[src/rtl/ocPinPkg.sv]
package ocPinPkg;

  typedef enum logic [1:0] {
    MODE_OFF    = 2'b00,
    MODE_TOGGLE = 2'b01,
    MODE_CLEAR  = 2'b10,
    MODE_SET    = 2'b11
  } ocMode_e;

  // Strobes from control to datapath; at most one state action per cycle
  typedef struct packed {
    logic load;    // preset write wins
    logic toggle;
    logic clear;
    logic set;
    logic route;   // pin carries compare state
  } ocStrobe_t;

endpackage

[src/rtl/ocPinCtrl.sv]
module ocPinCtrl
  import ocPinPkg::*;
#(
  parameter int MODE_W = 2
) (
  input  logic [MODE_W-1:0] modeSel,
  input  logic              matchEvt,
  input  logic              forceEvt,
  input  logic              presetWr,
  output ocStrobe_t         strobe
);

  logic    anyEvt;
  logic    evtTaken;
  ocMode_e modeQ;

  always_comb begin
    modeQ    = ocMode_e'(modeSel);
    anyEvt   = matchEvt | forceEvt;
    evtTaken = anyEvt & ~presetWr;
    strobe        = '0;
    strobe.load   = presetWr;
    strobe.route  = |modeSel;
    unique case (modeQ)
      MODE_TOGGLE: strobe.toggle = evtTaken;
      MODE_CLEAR:  strobe.clear  = evtTaken;
      MODE_SET:    strobe.set    = evtTaken;
      default:     ;
    endcase
  end

endmodule

[src/rtl/ocPinDatapath.sv]
module ocPinDatapath
  import ocPinPkg::*;
#(
  parameter logic STATE_RST = 1'b0,
  parameter logic PORT_RST  = 1'b0,
  parameter logic DIR_RST   = 1'b0
) (
  input  logic      clk,
  input  logic      rstN,
  input  ocStrobe_t strobe,
  input  logic      presetVal,
  input  logic      portWr,
  input  logic      portVal,
  input  logic      dirWr,
  input  logic      dirVal,
  output logic      pinOut,
  output logic      pinOe,
  output logic      stateOut
);

  logic stateQ, stateD;
  logic portQ, dirQ;

  always_comb begin
    stateD = stateQ;
    if (strobe.load)        stateD = presetVal;
    else if (strobe.toggle) stateD = ~stateQ;
    else if (strobe.clear)  stateD = 1'b0;
    else if (strobe.set)    stateD = 1'b1;
  end

  always_ff @(posedge clk or negedge rstN) begin
    if (!rstN) begin
      stateQ <= STATE_RST;
      portQ  <= PORT_RST;
      dirQ   <= DIR_RST;
    end else begin
      stateQ <= stateD;
      if (portWr) portQ <= portVal;
      if (dirWr)  dirQ  <= dirVal;
    end
  end

  assign pinOut   = strobe.route ? stateQ : portQ;
  assign pinOe    = dirQ;
  assign stateOut = stateQ;

  // control never issues a preset together with an event action
  p_single_action_r9: assert property (@(posedge clk) disable iff (!rstN)
    $onehot0({strobe.load, strobe.toggle, strobe.clear, strobe.set}));

  // direction write lands on pinOe one edge later
  p_dir_write_r11: assert property (@(posedge clk) disable iff (!rstN)
    dirWr |=> (pinOe == $past(dirVal)));

  // enable changes only through a direction write
  p_oe_stable_r7: assert property (@(posedge clk) disable iff (!rstN)
    !dirWr |=> $stable(pinOe));

endmodule

[src/rtl/ocPinOverride.sv]
module ocPinOverride
  import ocPinPkg::*;
#(
  parameter int MODE_W = 2
) (
  input  logic              clk,
  input  logic              rstN,
  input  logic [MODE_W-1:0] modeSel,
  input  logic              matchEvt,
  input  logic              forceEvt,
  input  logic              presetWr,
  input  logic              presetVal,
  input  logic              portWr,
  input  logic              portVal,
  input  logic              dirWr,
  input  logic              dirVal,
  output logic              pinOut,
  output logic              pinOe,
  output logic              cmpState
);

  ocStrobe_t strobe;

  ocPinCtrl #(.MODE_W(MODE_W)) u_ctrl (
    .modeSel  (modeSel),
    .matchEvt (matchEvt),
    .forceEvt (forceEvt),
    .presetWr (presetWr),
    .strobe   (strobe)
  );

  ocPinDatapath u_dp (
    .clk       (clk),
    .rstN      (rstN),
    .strobe    (strobe),
    .presetVal (presetVal),
    .portWr    (portWr),
    .portVal   (portVal),
    .dirWr     (dirWr),
    .dirVal    (dirVal),
    .pinOut    (pinOut),
    .pinOe     (pinOe),
    .stateOut  (cmpState)
  );

  logic evtIn;
  assign evtIn = (matchEvt | forceEvt) & ~presetWr;

  p_toggle_r2: assert property (@(posedge clk) disable iff (!rstN)
    (evtIn && modeSel == 2'b01) |=> (cmpState != $past(cmpState)));

  p_clear_r3: assert property (@(posedge clk) disable iff (!rstN)
    (evtIn && modeSel == 2'b10) |=> !cmpState);

  p_set_r4: assert property (@(posedge clk) disable iff (!rstN)
    (evtIn && modeSel == 2'b11) |=> cmpState);

  p_hold_r5: assert property (@(posedge clk) disable iff (!rstN)
    (!presetWr && modeSel == 2'b00) |=> $stable(cmpState));

  p_preset_r9: assert property (@(posedge clk) disable iff (!rstN)
    presetWr |=> (cmpState == $past(presetVal)));

  // with a nonzero mode the pin carries the readback state
  p_route_r6: assert property (@(posedge clk) disable iff (!rstN)
    (modeSel != 2'b00) |-> (pinOut == cmpState));

endmodule

[config.mk]
export PLATFORM = sky130hd
export DESIGN_NAME = ocPinOverride
export DESIGN_NICKNAME = d
export VERILOG_FILES = /design/src/rtl/ocPinPkg.sv /design/src/rtl/ocPinCtrl.sv /design/src/rtl/ocPinDatapath.sv /design/src/rtl/ocPinOverride.sv
export SDC_FILE = /design/constraint.sdc
export NUM_CORES = 1
export LEC_CHECK = 0
export BUFFER_PORTS_ARGS = -buffer_cell sky130_fd_sc_hd__buf_2
export CELL_PAD_IN_SITES_DETAIL_PLACEMENT = 0
export CELL_PAD_IN_SITES_GLOBAL_PLACEMENT = 2
export CORE_AREA = 2 2 39 41
export DETAILED_ROUTE_END_ITERATION = 8
export DIE_AREA = 0 0 41 43
export PLACE_DENSITY = 0.55
export SYNTH_ARGS = -nofsm -noshare
export SYNTH_HDL_FRONTEND = slang
export SYNTH_SLANG_ARGS = --single-unit
export TNS_END_PERCENT = 10
[constraint.sdc]
create_clock -name clk -period 2.6 [get_ports clk]
set_clock_uncertainty 0.05 [all_clocks]
set_input_delay 0.52 -clock clk [delete_from_list [all_inputs] [get_ports clk]]
set_output_delay 0.52 -clock clk [all_outputs]
set_load 0.01 [all_outputs]
==> out/summary.txt <==
Status = finished clean
DRC violations left = 0
Nets@finish = 46
Setup violators final = 0
Fin. max-slew vios = 0
Slew margin rel. = 89.7%
RSZ-0062 raised after global routing = no
Actual slew at the worst max-slew pin = 0.153 ns
Number of global-route vias before repair = 204
Critical Path End Type = primary output
Final Core Density = 20.1%
Maximum clock path buffer count = 2
Drt wl/cell = 7.98 um
Root Buffer Master = clkbuf_4
Cts bufs inserted = 3
WL final = 391 um
Worst path slowest cell = buf_2
Synth cell types = 11
Crit path DAT = 1.04 ns
Die Y = 43 um
Htree depth = 1
Crit-path cells = buf_2 -> nor2_1 -> nand2_1 -> o21ai_0 -> buf_2
Final hold violation count = 0
1st-pass router iterations = 1
Vias post-DR = 175
Footprint of the multi-input gates = 82.6 um^2
PwrDens = 592 nW/um^2
Crit-path max cell delay = 0.16 ns
Cells after Synth = 15
Share of cells above drive strength 1 = 60.6%
Standard-cell rows = 14
Min-delay worst type = in -> async
GRT Overall Usage = 6.45%
Worst setup SP type = input port
Iteration-0 DRC Markers = 0
CP delay by family, top = buffers and inverters
Final Wtd Congestion = 0.594
First-pass GRT wire length = 683 um
Mean Syn Cell Area = 10.8 um^2
CTS tree = built
Syn_nets = 27
Min Tclk post-route = 1.61 ns
Layout area overhead = 72.1%
Power, Total = 0.165 mW
# fillers = 165
Postcts setup bufs = 0
Max Cap Viol = 0
Initial Util = 11.7%
# hold bufs at CTS = 0
Hold WS = 0.0253 ns
Reg area = 75.1 um^2
CP Max Fanout = 4
Crit path top cell by count = buf_2
TNS Setup = 0 ns
Clock-pin slew on the worst setup and hold paths = 0.04 ns
Vias per cell = 3.57
Post_cts resized = 0
Largest net degree at the start of global routing = 5
Critical path buffers and inverters = 2
Pleak = 0.147 nW
Worst Setup Path Type = in -> out
Die area = 1760 um^2
Final Cycle Share = 61.9%
CP required = 2.03 ns
Most common cell after layout, fill and taps aside = buf_2
Die span in x = 41 um
PortBufs = 14
Floorplan core area = 1380 um^2
Worst VDD drop = 0.0901 mV
Initial antenna violation count = 0
Most frequent cells in the layout = buf_2 (14), clkbuf_4 (3), dfrtp_1 (3), o21ai_0 (2), mux2_2 (2)
#FFs+latches synth = 3
Clk_lat worst skew = 0.23 ns
Cell area after synthesis = 161 um^2
Antenna-violating nets left = 0
Post-synthesis sequential area ratio = 46.5%
Gr ovfl total = 0
Synthesis Warnings = 0
Max Freq = 621 MHz
CTS sink count = 3
IO Pins = 15
ANT cells = 0
HPWL Detailed = 338 um
==> layout make-up <==
class                      count  share of cell area, %
timing repair buffer          14                   25.2
multi-input combinational     11                   29.7
sequential                     3                   27.0
inverter                       1                   1.35
tap                           16                   7.21
clock buffer                   4                   9.46
==> worst register-to-register path, stage by stage, from the launching register on <==
cell and delay, ns:
dfrtp_1 0.35, and3b_1 0.18, o22ai_2 0.07, a22o_1 0.18
==> where the power goes <==
| group | internal, mW | leakage, nW | switching [mW] |
|---|---|---|---|
| Sequential | 0.0517 | 0.0354 | 0.00256 |
| Clock | 0.0574 | 0.0150 | 0.0230 |
| Combinational | 0.0167 | 0.0971 | 0.0131 |
| Total | 0.126 | 0.147 | 0.0387 |
==> synthesized netlist by cell type <==
cell | number | share of area, %
dfrtp_1 | 3 | 47
mux2_2 | 2 | 14
o21ai_0 | 2 | 6.2
a21oi_1 | 1 | 3.1
a22o_1 | 1 | 5.4
and2b_1 | 1 | 4.7
and3b_1 | 1 | 5.4
inv_1 | 1 | 2.3
nand2_1 | 1 | 2.3
nor2_1 | 1 | 2.3
o22ai_2 | 1 | 7.8
==> per-layer routing <==
metal | vias up | track usage, % | share of wire (%)
li1 | 90 | - | -
met1 | 83 | 4.55 | 32
met2 | 2 | 10.0 | 65
met3 | 0 | 3.14 | 2.6
met4 | 0 | 8.00 | 0
met5 | - | 0 | 0
==> state kept, by name (all words and copies together) (netlist names) <==
name           cells
u_dp.stateOut      1
u_dp.pinOe         1
u_dp.portQ         1
==> metrics by stage <==
step	cells	cell area (um^2)	worst slack, ns
final	49	278	0.990
after global routing	49	278	0.925
after CTS	49	278	0.990
after detailed placement	45	251	0.990
after global placement	45	251	1.02
after floorplan	15	161	1.20
==> worst paths after layout <==
kind	from	to	slack [ns]	depth (start not counted)
worst max-delay path	modeSel[0]	pinOut	0.99	5
worst min-delay path	rstN	u_dp.portQ$_DFFE_PN0P_	0.03	1
worst max register to register	u_dp.stateOut$_DFFE_PN0P_	u_dp.stateOut$_DFFE_PN0P_	1.66	3
worst min register to register	u_dp.pinOe$_DFFE_PN0P_	u_dp.pinOe$_DFFE_PN0P_	0.46	1
max in group asynchronous	rstN	u_dp.pinOe$_DFFE_PN0P_	2.37	1
min in group clk	u_dp.pinOe$_DFFE_PN0P_	u_dp.pinOe$_DFFE_PN0P_	0.46	1
==> logic make-up after synthesis <==
| group | share of synthesized area (%) |
|---|---|
| and+or+nand+nor | 14.7 |
| muxes | 14.0 |
| DFF | 46.5 |
| buffers and inverters | 2.32 |
| AOI/OAI and AO/OA | 22.5 |
Power figures use the tool's default switching activity.
